`src/rtl/sflashSeqPkg.sv`:
```
package sflashSeqPkg;
  localparam int INSTR_W  = 3;
  localparam int STATUS_W = 8;
  localparam int IDLE_BIT = 4;

  localparam logic [INSTR_W-1:0] OP_STOP = 3'd0;
  localparam logic [INSTR_W-1:0] OP_CMD1 = 3'd1;
  localparam logic [INSTR_W-1:0] OP_CMD2 = 3'd2;
  localparam logic [INSTR_W-1:0] OP_ADD1 = 3'd3;
  localparam logic [INSTR_W-1:0] OP_ADD2 = 3'd4;

  // strobes from control to datapath
  typedef struct packed {
    logic initAddr;     // align address into shifter
    logic startPhase;   // drop chip select, put out first bit
    logic phaseIsAddr;  // phase source: address shifter
    logic phaseSlot;    // command slot select
    logic sckRise;
    logic sckFall;
    logic nextBit;      // put out next bit on the falling edge
    logic csHigh;       // release chip select
  } seqStrobe_t;

  typedef enum logic [2:0] {
    ST_IDLE, ST_FETCH, ST_LOW, ST_HIGH, ST_GAP, ST_FINISH
  } seqState_t;
endpackage

```
`src/rtl/sflashSeqCtrl.sv`:
```
module sflashSeqCtrl
  import sflashSeqPkg::*;
#(
  parameter int SLOT_COUNT = 8,
  parameter int CMD_CYC_W  = 4,
  parameter int ADDR_CYC_W = 5,
  parameter int GAP_CYCLES = 2
) (
  input  logic                          clk,
  input  logic                          rstN,
  input  logic                          startReq,
  input  logic [CMD_CYC_W-1:0]          opCycles0,
  input  logic                          opRelease0,
  input  logic [CMD_CYC_W-1:0]          opCycles1,
  input  logic                          opRelease1,
  input  logic [ADDR_CYC_W-1:0]         addrCycles1,
  input  logic                          addrRelease1,
  input  logic [ADDR_CYC_W-1:0]         addrCycles2,
  input  logic                          addrRelease2,
  input  logic [SLOT_COUNT*INSTR_W-1:0] instrList,
  output seqStrobe_t                    strobe,
  output logic                          idleFlag
);
  localparam int SLOT_W = $clog2(SLOT_COUNT + 1);
  localparam int CNT_W  = (ADDR_CYC_W > CMD_CYC_W) ? ADDR_CYC_W : CMD_CYC_W;
  localparam int GAP_W  = $clog2(GAP_CYCLES + 1);

  logic [INSTR_W-1:0] slotInstr [SLOT_COUNT];
  for (genvar g = 0; g < SLOT_COUNT; g++) begin : g_unpack
    assign slotInstr[g] = instrList[g*INSTR_W +: INSTR_W];
  end

  seqState_t         state, stateNext;
  logic [SLOT_W-1:0] slot, slotNext;
  logic [CNT_W-1:0]  bitsLeft, bitsNext;
  logic              relLatched, relNext;
  logic [GAP_W-1:0]  gapCnt, gapNext;
  logic              idleNext;

  logic [INSTR_W-1:0] curInstr;
  logic               phaseValid, phaseRelease, phaseIsAddr, phaseSlot;
  logic [CNT_W-1:0]   phaseCycles;

  always_comb begin
    curInstr = OP_STOP;
    for (int i = 0; i < SLOT_COUNT; i++)
      if (slot == SLOT_W'(i)) curInstr = slotInstr[i];
  end

  always_comb begin
    phaseValid   = 1'b1;
    phaseCycles  = '0;
    phaseRelease = 1'b0;
    phaseIsAddr  = 1'b0;
    phaseSlot    = 1'b0;
    case (curInstr)
      OP_CMD1: begin phaseCycles = CNT_W'(opCycles0); phaseRelease = opRelease0; end
      OP_CMD2: begin phaseCycles = CNT_W'(opCycles1); phaseRelease = opRelease1; phaseSlot = 1'b1; end
      OP_ADD1: begin phaseCycles = CNT_W'(addrCycles1); phaseRelease = addrRelease1; phaseIsAddr = 1'b1; end
      OP_ADD2: begin phaseCycles = CNT_W'(addrCycles2); phaseRelease = addrRelease2; phaseIsAddr = 1'b1; end
      default: phaseValid = 1'b0;
    endcase
  end

  always_comb begin
    strobe    = '0;
    stateNext = state;
    slotNext  = slot;
    bitsNext  = bitsLeft;
    relNext   = relLatched;
    gapNext   = gapCnt;
    idleNext  = idleFlag;
    case (state)
      ST_IDLE: if (startReq) begin
        strobe.initAddr = 1'b1;
        slotNext  = '0;
        idleNext  = 1'b0;
        stateNext = ST_FETCH;
      end
      ST_FETCH: begin
        if (!phaseValid) begin
          strobe.csHigh = 1'b1;
          stateNext     = ST_FINISH;
        end else if (phaseCycles == '0) begin
          slotNext = slot + SLOT_W'(1);
        end else begin
          strobe.startPhase  = 1'b1;
          strobe.phaseIsAddr = phaseIsAddr;
          strobe.phaseSlot   = phaseSlot;
          bitsNext  = phaseCycles;
          relNext   = phaseRelease;
          stateNext = ST_LOW;
        end
      end
      ST_LOW: begin
        strobe.sckRise = 1'b1;
        stateNext      = ST_HIGH;
      end
      ST_HIGH: begin
        strobe.sckFall = 1'b1;
        if (bitsLeft > CNT_W'(1)) begin
          strobe.nextBit = 1'b1;
          bitsNext  = bitsLeft - CNT_W'(1);
          stateNext = ST_LOW;
        end else if (relLatched) begin
          strobe.csHigh = 1'b1;
          gapNext   = '0;
          stateNext = ST_GAP;
        end else begin
          slotNext  = slot + SLOT_W'(1);
          stateNext = ST_FETCH;
        end
      end
      ST_GAP: begin
        if (gapCnt == GAP_W'(GAP_CYCLES - 1)) begin
          slotNext  = slot + SLOT_W'(1);
          stateNext = ST_FETCH;
        end else begin
          gapNext = gapCnt + GAP_W'(1);
        end
      end
      ST_FINISH: begin
        idleNext  = 1'b1;
        stateNext = ST_IDLE;
      end
      default: stateNext = ST_IDLE;
    endcase
  end

  always_ff @(posedge clk or negedge rstN) begin
    if (!rstN) begin
      state      <= ST_IDLE;
      slot       <= '0;
      bitsLeft   <= '0;
      relLatched <= 1'b0;
      gapCnt     <= '0;
      idleFlag   <= 1'b1;
    end else begin
      state      <= stateNext;
      slot       <= slotNext;
      bitsLeft   <= bitsNext;
      relLatched <= relNext;
      gapCnt     <= gapNext;
      idleFlag   <= idleNext;
    end
  end
endmodule

```
`src/rtl/sflashSeqData.sv`:
```
module sflashSeqData
  import sflashSeqPkg::*;
#(
  parameter int ADDR_W     = 32,
  parameter int ADDR_CYC_W = 5
) (
  input  logic                  clk,
  input  logic                  rstN,
  input  seqStrobe_t            strobe,
  input  logic [7:0]            opcode0,
  input  logic [7:0]            opcode1,
  input  logic [ADDR_W-1:0]     addrValue,
  input  logic [ADDR_CYC_W-1:0] addrCycles1,
  input  logic [ADDR_CYC_W-1:0] addrCycles2,
  output logic                  sck,
  output logic                  csN,
  output logic                  mosi
);
  localparam int TOT_W = ADDR_CYC_W + 1;
  localparam int SH_W  = $clog2(ADDR_W) + 1;

  logic [TOT_W-1:0]  totalCycles;
  logic [SH_W-1:0]   alignShift;
  logic [ADDR_W-1:0] alignedAddr;
  logic [7:0]        opcSel;

  logic [ADDR_W-1:0] addrShift;
  logic [7:0]        cmdShift;
  logic              useAddr;

  always_comb begin
    totalCycles = TOT_W'(addrCycles1) + TOT_W'(addrCycles2);
    if (int'(totalCycles) >= ADDR_W) alignShift = '0;
    else                             alignShift = SH_W'(ADDR_W - int'(totalCycles));
    alignedAddr = addrValue << alignShift;
    opcSel      = strobe.phaseSlot ? opcode1 : opcode0;
  end

  always_ff @(posedge clk or negedge rstN) begin
    if (!rstN) begin
      sck       <= 1'b0;
      csN       <= 1'b1;
      mosi      <= 1'b0;
      addrShift <= '0;
      cmdShift  <= '0;
      useAddr   <= 1'b0;
    end else begin
      if (strobe.initAddr) addrShift <= alignedAddr;
      if (strobe.startPhase) begin
        csN     <= 1'b0;
        useAddr <= strobe.phaseIsAddr;
        if (strobe.phaseIsAddr) begin
          mosi      <= addrShift[ADDR_W-1];
          addrShift <= {addrShift[ADDR_W-2:0], 1'b0};
        end else begin
          mosi     <= opcSel[7];
          cmdShift <= {opcSel[6:0], 1'b0};
        end
      end
      if (strobe.sckRise) sck <= 1'b1;
      if (strobe.sckFall) sck <= 1'b0;
      if (strobe.nextBit) begin
        if (useAddr) begin
          mosi      <= addrShift[ADDR_W-1];
          addrShift <= {addrShift[ADDR_W-2:0], 1'b0};
        end else begin
          mosi     <= cmdShift[7];
          cmdShift <= {cmdShift[6:0], 1'b0};
        end
      end
      if (strobe.csHigh) csN <= 1'b1;
    end
  end
endmodule

```
`src/rtl/sflashSeq.sv`:
```
module sflashSeq
  import sflashSeqPkg::*;
#(
  parameter int SLOT_COUNT = 8,
  parameter int ADDR_W     = 32,
  parameter int CMD_CYC_W  = 4,
  parameter int ADDR_CYC_W = 5,
  parameter int GAP_CYCLES = 2
) (
  input  logic                          clk,
  input  logic                          rstN,
  input  logic                          startReq,
  input  logic [7:0]                    opcode0,
  input  logic [CMD_CYC_W-1:0]          opCycles0,
  input  logic                          opRelease0,
  input  logic [7:0]                    opcode1,
  input  logic [CMD_CYC_W-1:0]          opCycles1,
  input  logic                          opRelease1,
  input  logic [ADDR_CYC_W-1:0]         addrCycles1,
  input  logic                          addrRelease1,
  input  logic [ADDR_CYC_W-1:0]         addrCycles2,
  input  logic                          addrRelease2,
  input  logic [ADDR_W-1:0]             addrValue,
  input  logic [SLOT_COUNT*INSTR_W-1:0] instrList,
  output logic                          sck,
  output logic                          csN,
  output logic                          mosi,
  output logic [STATUS_W-1:0]           seqStatus
);
  seqStrobe_t strobe;
  logic       idleFlag;

  sflashSeqCtrl #(
    .SLOT_COUNT(SLOT_COUNT), .CMD_CYC_W(CMD_CYC_W),
    .ADDR_CYC_W(ADDR_CYC_W), .GAP_CYCLES(GAP_CYCLES)
  ) ctrl (
    .clk(clk), .rstN(rstN), .startReq(startReq),
    .opCycles0(opCycles0), .opRelease0(opRelease0),
    .opCycles1(opCycles1), .opRelease1(opRelease1),
    .addrCycles1(addrCycles1), .addrRelease1(addrRelease1),
    .addrCycles2(addrCycles2), .addrRelease2(addrRelease2),
    .instrList(instrList), .strobe(strobe), .idleFlag(idleFlag)
  );

  sflashSeqData #(.ADDR_W(ADDR_W), .ADDR_CYC_W(ADDR_CYC_W)) data (
    .clk(clk), .rstN(rstN), .strobe(strobe),
    .opcode0(opcode0), .opcode1(opcode1), .addrValue(addrValue),
    .addrCycles1(addrCycles1), .addrCycles2(addrCycles2),
    .sck(sck), .csN(csN), .mosi(mosi)
  );

  always_comb begin
    seqStatus           = '0;
    seqStatus[IDLE_BIT] = idleFlag;
  end
endmodule

```
`config.mk`:
```
export PLATFORM = sky130hd
export DESIGN_NAME = sflashSeq
export DESIGN_NICKNAME = d
export VERILOG_FILES = /design/src/rtl/sflashSeqPkg.sv /design/src/rtl/sflashSeqCtrl.sv /design/src/rtl/sflashSeqData.sv /design/src/rtl/sflashSeq.sv
export SDC_FILE = /design/constraint.sdc
export NUM_CORES = 1
export LEC_CHECK = 0
export ABC_AREA = 1
export BUFFER_PORTS_ARGS = -buffer_cell sky130_fd_sc_hd__buf_2
export CAP_MARGIN = 5
export CORE_MARGIN = 1
export CORE_UTILIZATION = 36
export DETAILED_ROUTE_END_ITERATION = 6
export HOLD_SLACK_MARGIN = 0.1
export SLEW_MARGIN = 20
export SYNTH_ARGS = -nofsm -noshare
export SYNTH_HDL_FRONTEND = slang
export SYNTH_SLANG_ARGS = --single-unit
export TNS_END_PERCENT = 30
```
`constraint.sdc`:
```
create_clock -name clk -period 2.85 [get_ports clk]
set_clock_uncertainty 0.1 [all_clocks]
set_input_delay 0.57 -clock clk [delete_from_list [all_inputs] [get_ports clk]]
set_output_delay 0.57 -clock clk [all_outputs]
set_load 0.03 [all_outputs]
```
---- Word level (Yosys, flattened, before mapping) ----
Cells that the tools add are included.
word-level totals
  logic and storage cells ................. 135
  input bits .............................. 97
  register bits ........................... 60
  output and inout bits ................... 11
operators by class
  add/subtract/negate cells ............... 5
  shift operators ......................... 1
  bitwise gates (word level) .............. 1
  mux-type cells .......................... 68
  equality and inequality tests ........... 28
  reductions and logical operators ........ 18
  magnitude comparators ................... 2
operators with widths
  kind                number
  $mux 32             5
  $mux 3              17
  $mux 8              5
  $shl 32x6->32       1
  $mux 4              6
  $pmux 5 s4          1
  $mux 1              19
  $eq 4x3->1 const B  4
  $pmux 4 s4          1
  $mux 5              3
  $pmux 3 s5          1
  $eq 3x2->1 const B  4
  $reduce_bool 2->1   6
  $ne 2x1->1 const B  5
  $ne 2x2->1 const B  5
  $pmux 5 s2          1
  $eq 3x3->1 const B  3
  $eq 4x2->1 const B  2
  $mux 2              4
  $reduce_and 4->1    2
  $reduce_and 7->1    1
  $add 5x5->6         1
  $eq 3x1->1 const B  2
  $ge 6x6->1 const B  1
  other kinds (21)    23

---- Longest topological paths before layout ----
Gate-level depths: netlist of run 1.
  depth in word-level cells ............... 20
  gate-level depth with buffers ........... 26
  gate-level depth less buffers ........... 26

---- By module ----
From an unflattened synthesis of run 1, not the netlist that was laid out.
unflattened totals
  cell total of the unflattened synthesis .. 1001
  area total of the unflattened synthesis .. 6221.0 um2
by module, submodules not included
  module         area an instance (um2)  seq. area each (um2)  cells each  times used
  sflashSeqData  4399.2                  1102.3                716         1
  sflashSeqCtrl  1757.9                  401.6                 276         1
  sflashSeq      63.8                    0.0                   9           1

---- Worst setup path after synthesis of run 1 ----
Ideal clock, no wire load.
  kind .................................... in2reg
  start ................................... input port addrCycles1[0]
  end ..................................... register data.addrShift[29]
  arrival time ............................ 2.985 ns
  setup time .............................. 0.117 ns
  path buffers ............................ 2
  data required time ...................... 2.633 ns
  cell stages on the path ................. 15
  setup slack ............................. -0.353 ns
  cells stage by stage .................... ha_1 > fa_1 > inv_1 > ha_1 > nand2_1 > clkbuf_1 > clkbuf_1 > mux2i_1 > o21ai_0 > o21ai_0 > nand2_1 > nor2_1 > nand2_1 > o21ai_1 > inv_1
between the ends
  cells in the longest elaborated chain, start to end .. 9
  elaborated cells on any way between the ends .. 15
  classes of those cells .................. add/sub (2); order compare (1); shift (1); mux (10); reduce/logical (1)
RTL lines
  item                                              line                                      text
  start, declared                                   sflashSeq.sv:19                           input logic [ADDR_CYC_W-1:0] addrCycles1,
  $add 5x5->6 / $pmux 5 s4 (equally long branches)  sflashSeqData.sv:32, sflashSeqCtrl.sv:56
  $sub 6x6->6, or another cell as far along         sflashSeqData.sv:34                       else alignShift = SH_W'(ADDR_W - int'(totalCycles));
  $mux 6 / $mux 3 (equally long branches)           sflashSeqData.sv:33, sflashSeqCtrl.sv:84
  $shl 32x6->32 / $mux 3 (equally long branches)    sflashSeqData.sv:35, sflashSeqCtrl.sv:81
  $mux 32 / $mux 3 (equally long branches)          sflashSeqData.sv:48, sflashSeqCtrl.sv:73
  $mux 32                                           sflashSeqData.sv:52                       if (strobe.phaseIsAddr) begin
  $mux 32 (*)                                       sflashSeqData.sv:49                       if (strobe.startPhase) begin
  $mux 32                                           sflashSeqData.sv:63                       if (useAddr) begin
  $mux 32 (*)                                       sflashSeqData.sv:62                       if (strobe.nextBit) begin
  end signal, assigned                              sflashSeqData.sv:48                       if (strobe.initAddr) addrShift <= alignedAddr;
  end signal, assigned                              sflashSeqData.sv:54                       addrShift <= {addrShift[ADDR_W-2:0], 1'b0};
  end signal, assigned                              sflashSeqData.sv:65                       addrShift <= {addrShift[ADDR_W-2:0], 1'b0};
  end, declared                                     sflashSeqData.sv:27                       logic [ADDR_W-1:0] addrShift;
Every way passes the cells marked *; elsewhere a longest branch is shown, timed or not.
A chain may end at the register's enable or synchronous reset.

---- Worst setup path in the final report of run 1 ----
  start ................................... register ctrl.slot[0]
  end ..................................... register data.addrShift[1]
between the ends
  cells in the longest elaborated chain, start to end .. 19
  elaborated cells on any way between the ends .. 33
  classes of those cells .................. eq/ne (11); mux (18); reduce/logical (4)
RTL lines
  item                                                  line                                      text
  start, declared                                       sflashSeqCtrl.sv:34                       logic [SLOT_W-1:0] slot, slotNext;
  start signal, assigned                                sflashSeqCtrl.sv:140                      slot <= slotNext;
  $logic_not 4->1                                       sflashSeqCtrl.sv:47                       if (slot == SLOT_W'(i)) curInstr = slotInstr[i];
  $mux 3 (7 in series)                                  sflashSeqCtrl.sv:47
  $mux 3 (*)                                            sflashSeqCtrl.sv:47
  $eq 3x3->1, or another cell as far along              sflashSeqCtrl.sv:56                       case (curInstr)
  $pmux 5 s4 / $reduce_or 2->1 (equally long branches)  n/a
  $logic_not 5->1 / $mux 1 (equally long branches)      sflashSeqCtrl.sv:84, sflashSeqCtrl.sv:56
  $mux 3                                                sflashSeqCtrl.sv:84                       end else if (phaseCycles == '0) begin
  $mux 3 (*)                                            sflashSeqCtrl.sv:81                       if (!phaseValid) begin
  $mux 3 (*)                                            sflashSeqCtrl.sv:73                       case (state)
  $mux 32                                               sflashSeqData.sv:52
  $mux 32 (*)                                           sflashSeqData.sv:49
  $mux 32                                               sflashSeqData.sv:63
  $mux 32 (*)                                           sflashSeqData.sv:62
Marks and branches as above.

==> metrics.md, run 1 <==
| Metric | Value |
|---|---|
| Primary FF master, synth | dfrtp_1 |
| Register area share after synthesis | 27.0% |
| Int Pwr | 4.91 mW |
| Min-delay src | data.csN$_DFFE_PN1P_ |
| Clk_lat worst skew | 0.33 ns |
| Syn. warnings | 0 |
| Final WL | 16800 um |
| Worst R2R Path Depth | 19 |
| GR Util All Layers | 21.9% |
| CP cell instances | inv_4 -> ha_4 -> nand3_2 -> inv_2 -> nand2_1 -> nand4_1 -> nand2_2 -> a21oi_4 -> buf_6 -> nand2_2 -> nor2_4 -> buf_4 -> buf_4 -> inv_1 -> nand2_1 -> nand3_4 -> nand2_8 -> clkbuf_16 -> o21ai_0 |
| TritonRoute pass-1 iters | 7 |
| Hold Path Class | register to register |
| DRC Markers | 4 |
| Most frequent cells in the layout | nand2_1, buf_4, inv_1, buf_2 |
| Initial core utilization | 36.8% |
| Die footprint | 16000 um^2 |
| CP Launch Type | register |
| Largest net degree at the start of global routing | 31 |
| Clk buf depth | 2 |
| RSZ-0062 raised after global routing | yes |
| Combinational share of power | 71.0% |
| FF-to-FF Start | ctrl.slot[0]$_DFFE_PN0P_ |
| Placer congestion estimate | 0.902 |
| Worst Hold Path EP | data.csN$_DFFE_PN1P_ |
| H-tree depth | 3 |
| Non-filler instance count after layout | around 1300 |
| Critical Path End Type | register |
| Post-Synthesis Cells | around 900 |
| Ant diodes | 0 |
| I/O pin total | between 100 and 150 |
| Actual slew at the worst max-slew pin | approximately 0.94 ns |
| Status | finished with violations |
| Top delay family on crit path | simple AND/OR/NAND/NOR gates |
| Pre-CTS setup slack | -0.671 ns |
| Number of filler cells placed in the layout | between 1000 and 1500 |
| Crit Path Max Fanout | 7 |
| Fin crit share | 103% |
| CTS sink count | 60 |
| CP Data Arrival Time | roughly 3 ns |
| CORE AREA | around 15000 um^2 |
| Overflow after GRT | 0 |
| Pwr dens | 1130 nW/um^2 |
| ANT nets after route | 0 |
| Peak supply drop | 0.543 mV |
| Post-DR vias/cell | 4.89 |
| Flop pwr share | about 16% |
| Post-synth EDFFs | 0 |
| Switching Share | 46.4% |
| Reg2Reg Setup Slack | -0.08 ns |
| Height of the die | ~130 um |
| Nets | 1243 |
| Leak | 4.20 nW |
| Mapped Area | approximately 5600 um^2 |
| Fraction of layout cells with a size suffix above 1 | 33.4% |
| Pins Over Slew Limit | 0 |
| Setup TNS | -1.46 ns |
| First-pass GRT wire length | 28200 um |
| Final hold viol count | 0 |
| Final setup fails | 37 |
| Clock share of power | 12.9% |
| Final WS setup | -0.0815 ns |
| Setup CP Type | register to register |
| PortBufs | 100 |
| CTS tree | built |
| Root Driver | clkbuf_16 |
| Inserted Clock Buffers | 9 |
| P&R area growth vs syn | 45.5% |
| Post-DP HPWL | 12900 um |
| DP Area | 7180 um^2 |
| Synthesized area per cell | 6.12 um^2 |
| Switching power | 4.26 mW |
| WP buf/inv | 7 |
| Util after Layout | 53.6% |
| Minimum clock period | 2.93 ns |
| Commonest non-fill, non-tap cell in the layout | nand2_1 |
| Initial antenna violation count | 0 |
| Fmax achieved | 341 MHz |
| Worst-path clk slew | 0.06 ns |
| Die W | 126 um |
| Routed wire per std cell | 12.7 um |
| Synth unique cells | 51 |
| Number of global-route vias before repair | 6007 |
| Row cnt | 45 |
| Post-synth ARST share | 100% |
| Slowest cell on crit path | dfrtp_2 |
| First DRT Iteration DRCs | 408 |
| Largest stage delay on the critical path | around 0.47 ns |
| Hold depth | 2 |
| Reg2Reg Capture Point | data.addrShift[1]$_DFF_PN0_ |
| Number of synthesized register bits | 60 |
| Worst slew margin | between 30 and 40% |
| Placed Cells | 1292 |
| Fin area | 8120 um^2 |
| Failing checks | design-rule violations, negative setup slack |
| Routed vias | 6483 |
| Crit path depth | 19 |
| Critical Path RT | 2.96 ns |
| Max-capacitance violation count | 0 |
[layout make-up]
cell class                      instances  area [um^2]  share of cell area, %
Sequential cell                        60         1510                   18.5
Timing Repair inverter                  4         42.5                  0.524
Tap cell                              188          235                   2.90
Clock inverter                          5         85.1                   1.05
Inverter                              125          495                   6.10
Clock buffer                           11          243                   2.99
Timing Repair Buffer                  243         1690                   20.9
Multi-Input combinational cell        689         3820                   47.0
[synthesized netlist by cell type, drive strengths merged (6+ instances only)]
cell | instances | share of area (%)
nand4 | 11 | 1.5
nor3 | 12 | 1.2
a31oi | 13 | 1.5
ha | 13 | 2.9
nand2 | 287 | 20
o211ai | 6 | 0.81
or2 | 6 | 0.67
o21ai | 137 | 12
a21oi | 27 | 2.6
nand3 | 48 | 4.5
dfrtp | 58 | 26
buf | 25 | 3.0
nor2 | 81 | 6.2
inv | 125 | 8.5
clkbuf | 20 | 1.3
o22ai | 15 | 1.7
[worst max-delay path by stage]
stage	startpoint	end	slack, ns
after floorplan	addrCycles1[0]	data.addrShift[30]$_DFF_PN0_	-0.03
after global placement	addrCycles1[4]	data.addrShift[28]$_DFF_PN0_	-0.65
after detailed placement	addrCycles1[4]	data.addrShift[17]$_DFF_PN0_	-0.67
after CTS	ctrl.slot[0]$_DFFE_PN0P_	data.cmdShift[1]$_DFF_PN0_	-0.06
after global routing	ctrl.slot[1]$_DFFE_PN0P_	data.cmdShift[7]$_DFF_PN0_	-0.28
final	ctrl.slot[0]$_DFFE_PN0P_	data.addrShift[1]$_DFF_PN0_	-0.08
[sequential cells by signal, summed over array words and instances, names as in the netlist]
signal           cells
data.useAddr         1
data.mosi            1
data.sck             1
ctrl.state           3
data.cmdShift        8
ctrl.relLatched      1
ctrl.gapCnt          2
data.addrShift      32
data.csN             1
ctrl.slot            4
ctrl.bitsLeft        5
ctrl.idleFlag        1
[worst register-to-register path, stage by stage (launching register included)]
cell       delay [ns]
dfrtp_2          0.47
inv_4            0.11
ha_4             0.16
nand3_2          0.09
inv_2            0.07
nand2_1          0.05
nand4_1          0.12
nand2_2          0.09
a21oi_4          0.18
buf_6            0.13
nand2_2          0.06
nor2_4           0.15
buf_4            0.13
buf_4            0.10
inv_1            0.04
nand2_1          0.12
nand3_4          0.12
nand2_8          0.26
clkbuf_16        0.20
o21ai_0          0.07
[stage by stage]
| step | total power [mW] | hold WS (ns) |
|---|---|---|
| after detailed placement | 6.90 | 0.311 |
| final | 9.17 | 0.355 |
| after floorplan | 4.90 | 0.174 |
| after global placement | 6.85 | 0.308 |
| after global routing | 9.98 | 0.386 |
| after CTS | 8.87 | 0.359 |
[layer usage]
layer  up-vias  global-route usage, %  part of all wire (%)
li1       3396                      -                     -
met4         0                   6.73                   2.0
met3        26                   5.02                   5.0
met2       151                   37.7                    48
met1      2910                   27.1                    45
met5         -                      0                     0
[timing repair]
action | 4_1_cts | 5_1_grt
cloned | 4 | 2
resized for setup | 98 | 52
buffers inserted | 5 | 5
setup endpoints to repair | 52 | 55
hold endpoints to repair | 4 | 0
hold buffers | 1 | 0
pin swaps | 17 | 8
[cells by family (layout without fill, tap and decap cells)]
kind of cell / count (synthesis) / count (layout) / share of synthesized area (%)
DFF: 60 / 60 / 27.0
AOI/OAI and AO/OA: 210 / 210 / 20.8
muxes: 4 / 4 / 0.718
xor gates and xnor gates: 5 / 5 / 0.785
buffers and inverters: 170 / 388 / 12.8
other: 1 / 7 / 0.0672
and+or+nand+nor: 448 / 449 / 34.6
adders and majority gates: 14 / 14 / 3.27
[power groups by stage]
stage / clock network (mW) / logic, mW / registers (mW)
finish: 1.19 / 6.51 / 1.47
global placement: 0 / 5.40 / 1.45
detailed placement: 0 / 5.45 / 1.45
CTS: 1.21 / 6.20 / 1.46
global route: 1.25 / 7.21 / 1.51
floorplan: 0 / 3.45 / 1.45
No activity file was read; power rests on OpenSTA's default activity.
==> inputs of run 2 (changes only) <==
--- a/config.mk
+++ b/config.mk
@@ -5,13 +5,14 @@
 export SDC_FILE = /design/constraint.sdc
 export NUM_CORES = 1
 export LEC_CHECK = 0
-export ABC_AREA = 1
+export ABC_AREA = 0
 export BUFFER_PORTS_ARGS = -buffer_cell sky130_fd_sc_hd__buf_2
 export CAP_MARGIN = 5
 export CORE_MARGIN = 1
 export CORE_UTILIZATION = 36
 export DETAILED_ROUTE_END_ITERATION = 6
 export HOLD_SLACK_MARGIN = 0.1
+export SKIP_LAST_GASP = 1
 export SLEW_MARGIN = 20
 export SYNTH_ARGS = -nofsm -noshare
 export SYNTH_HDL_FRONTEND = slang
==> run 2 against run 1 <==
Effect of this change:
- the run ends with negative setup slack left
- combinational power up 22%
- cell count down 11%
- fmax down 13%
- cell area up 6.7%
- die area up 6.9%
- hold slack worse by 0.21 ns
- via count up 0.97%
- global-route usage up 1.3 points
- worst setup slack worse by 0.42 ns
- non-clock buffer count up 36
==> metrics.md, run 2 <==
| Metric | Value |
|---|---|
| CP Launch Type | register |
| Primary FF master, synth | dfrtp_1 |
| CTS sink count | 60 (unchanged) |
| P&R area growth vs syn | 45.1% |
| Combinational share of power | 74.8% (+3.8 points) |
| Number of global-route vias before repair | 6123 (+1.9%) |
| Placed Cells | 1136 (-12%) |
| DRC Markers | 0 (-4) |
| Initial antenna violation count | 0 (unchanged) |
| Most frequent cell after synthesis | nand2_1 |
| ANT nets after route | 0 (unchanged) |
| Max reg flops | 32 (unchanged) |
| Initial core utilization | 37.2% (+0.33 points) |
| Post-synth ARST share | 100% (unchanged) |
| PortBufs | 100 (unchanged) |
| Worst-path clk slew | 0.06 ns (about the same) |
| Hold Path Class | primary input to asynchronous set/reset pin |
| Synthesized area per cell | 8.31 um^2 (+36%) |
| Post-synthesis mux area share | 15.1% (+14 points) |
| Actual slew at the worst max-slew pin | 0.594 ns (-0.345 ns) |
| Setup CP Type | register to register |
| Synth Area in Simple Gates | 17.3% (-17 points) |
| Pre-CTS setup slack | -0.875 ns (-0.204 ns) |
| Flop pwr share | 15.0% (-1.0 points) |
| First-pass GRT wire length | 30900 um (+9.4%) |
| Xor-xnor portion of the synthesized cell area | 1.11% (+0.33 points) |
| Most frequent cells in the layout | buf_4, buf_2, nand2_1, dfrtp_1 |
| Crit path from | ctrl.slot[0]$_DFFE_PN0P_ |
| Fraction of layout cells with a size suffix above 1 | 41.9% (+8.5 points) |
| Non-filler instance count after layout | 1177 (-11%) |
| Fmax achieved | 298 MHz (-13%) |
| Number of synthesized register bits | 60 (unchanged) |
| Mapped Area | 5970 um^2 (+7.0%) |
| Clock share of power | 10.3% (-2.6 points) |
| Overall power | 10.6 mW (+16%) |
| Minimum clock period | 3.36 ns (+0.424 ns) |
| Biggest register | data.addrShift |
| Inserted Clock Buffers | 9 (unchanged) |
| Die W | 131 um (+3.4%) |
| Clk buf depth | 2 (unchanged) |
| Overflow after GRT | 0 (unchanged) |
| Post-Synthesis Cells | 718 (-21%) |
| Post-synth EDFFs | 0 (unchanged) |
| Placer congestion estimate | 0.959 (+6.4%) |
| Post-DR vias/cell | 5.56 (+14%) |
| Switching Share | 42.0% (-4.5 points) |
| Post-DP HPWL | 14700 um (+14%) |
| Largest net degree at the start of global routing | 41 (+32%) |
| Largest cells by area after synthesis | dfrtp_1, mux2i_1, mux2_4 |
| Routed wire per std cell | 16.5 um (+30%) |
| RSZ-0062 raised after global routing | yes |
| Largest family of logic cells by synthesized area | compound AO/OA/AOI/OAI gates |
| Critical Path End Type | register |
| GR Util All Layers | 23.1% (+1.3 points) |
| Final WL | 19500 um (+16%) |
| Syn. warnings | 0 (unchanged) |
| Critical Path RT | 2.95 ns (about the same) |
| Synth Area in Compound Gates | 32.4% (+12 points) |
| CTS tree | built |
| Nets | 1067 (-14%) |
| CP Data Arrival Time | 3.46 ns (+0.42 ns) |
| Synth unique cells | 75 (+47%) |
| Leak | 4.06 nW (-3.2%) |
| Ant diodes | 0 (unchanged) |
| Pins Over Slew Limit | 0 (unchanged) |
| I/O pin total | 108 (unchanged) |
| Die footprint | 17100 um^2 (+6.9%) |
| Final setup fails | 55 (+49%) |
| Commonest non-fill, non-tap cell in the layout | buf_4 |
| Max-capacitance violation count | 0 (unchanged) |
| Setup TNS | -21.58 ns (-20.12 ns) |
| First DRT Iteration DRCs | 490 (+20%) |
| Failing checks | negative setup slack |
| Row cnt | 46 (+2.2%) |
| Number of filler cells placed in the layout | 1502 (+0.81%) |
| Register area share after synthesis | 25.2% (-1.8 points) |
| Root Driver | clkbuf_16 |
| Worst slew margin | 60.4% (+23 points) |
| CORE AREA | 16100 um^2 (+6.0%) |
| Hold-fix buffers at CTS | 0 (-1) |
| Switching power | 4.46 mW (+4.7%) |
| Peak supply drop | 0.603 mV (+11%) |
| FF-to-FF Start | ctrl.slot[0]$_DFFE_PN0P_ |
| Clk_lat worst skew | 0.33 ns (about the same) |
| Height of the die | 131 um (+3.4%) |
| Post-synth top area cell | dfrtp_1 |
| Status | finished with violations |
| Final WS setup | -0.505 ns (-0.424 ns) |
| Top cell type's share of synthesized area | 24.3% (-1.7 points) |
| Int Pwr | 6.16 mW (+25%) |
| Largest regs | data.addrShift: 32 flops, data.cmdShift: 8 flops, ctrl.bitsLeft: 5 flops |
| Adder-cell share of the synthesized area | 3.06% (-0.21 points) |
| Fin crit share | 118% (+15 points) |
| Final hold viol count | 0 (unchanged) |
| Routed vias | 6546 (+0.97%) |
| Crit Path Max Fanout | 8 (+1) |
| Pwr dens | 1230 nW/um^2 (+8.5%) |
| Most frequent cells after synthesis | nand2_1, a21oi_1, nor2_1, dfrtp_1, o21ai_0 |
| H-tree depth | 3 (unchanged) |
| TritonRoute pass-1 iters | 5 (-2) |
==> run 2: cell families (layout without fill, tap and decap cells) <==
| kind of cell | after synthesis | after routing |
|---|---|---|
| other cells | 1 | 7 |
| xor+xnor | 6 | 6 |
| flops | 60 | 60 |
| buf+inv | 75 | 312 |
| simple gates | 220 | 220 |
| fa+ha+maj | 14 | 14 |
| mux | 76 | 76 |
| compound gates | 266 | 266 |
==> run 2: what timing repair did <==
item	in CTS	in global routing
setup endpoints to repair	56	56
cloned	2	1
gates resized for setup	59	30
pin swaps	31	17
setup buffers	15	7
==> run 2: critical path: stages, from the launching register on <==
cell and delay (ns):
dfrtp_2 0.45, buf_12 0.14, ha_4 0.19, buf_6 0.13, a221oi_4 0.31, o32ai_4 0.22
buf_6 0.18, nor3_4 0.11, a2bb2oi_2 0.08, o221a_4 0.25, a311oi_4 0.39, nor2_4 0.08
buf_6 0.15, buf_12 0.14, mux2_4 0.29
==> run 2: power groups by stage <==
stage | Combinational, mW | Clock [mW] | Sequential, mW
3_3_place_gp | 6.66 | 0 | 1.57
4_1_cts | 7.52 | 1.11 | 1.57
5_1_grt | 8.56 | 1.15 | 1.63
6_report | 7.94 | 1.09 | 1.59
3_5_place_dp | 6.73 | 0 | 1.57
2_1_floorplan | 4.42 | 0 | 1.50
==> run 2: worst paths after layout <==
path	slack, ns	depth (start not counted)	end
worst min-delay path	0.14	1	ctrl.relLatched$_DFFE_PN0P_
min in group clk	0.38	2	ctrl.gapCnt[1]$_DFFE_PN0P_
worst max-delay path	-0.51	14	data.addrShift[13]$_DFF_PN0_
max in group asynchronous	1.79	2	data.addrShift[13]$_DFF_PN0_
worst min register to register	0.38	2	ctrl.gapCnt[1]$_DFFE_PN0P_
worst max register to register	-0.51	14	data.addrShift[13]$_DFF_PN0_
==> run 2: metal layers <==
layer  global-route usage, %  share of wire, %
met1                    29.6                44
met3                    3.50               4.6
met2                    40.1                49
met4                    6.76               2.1
met5                       0                 0
==> run 2: through the flow <==
step | util, % | instance area [um^2] | hold WS, ns
floorplan | - | 6070 | 0.174
global placement | 48.2 | 7740 | 0.368
detailed placement | 48.2 | 7740 | 0.378
CTS | 52.6 | 8450 | 0.161
global route | 53.9 | 8660 | 0.182
finish | 53.9 | 8660 | 0.141
==> run 2: layout make-up <==
cell class | count | area [um^2] | area share, %
timing repair buffer | 279 | 2010 | 23.3
tap | 216 | 270 | 3.12
clock inverter | 4 | 50.0 | 0.578
inverter | 17 | 66.3 | 0.766
multi-input combinational | 589 | 4510 | 52.0
clock buffer | 12 | 246 | 2.85
sequential | 60 | 1510 | 17.4
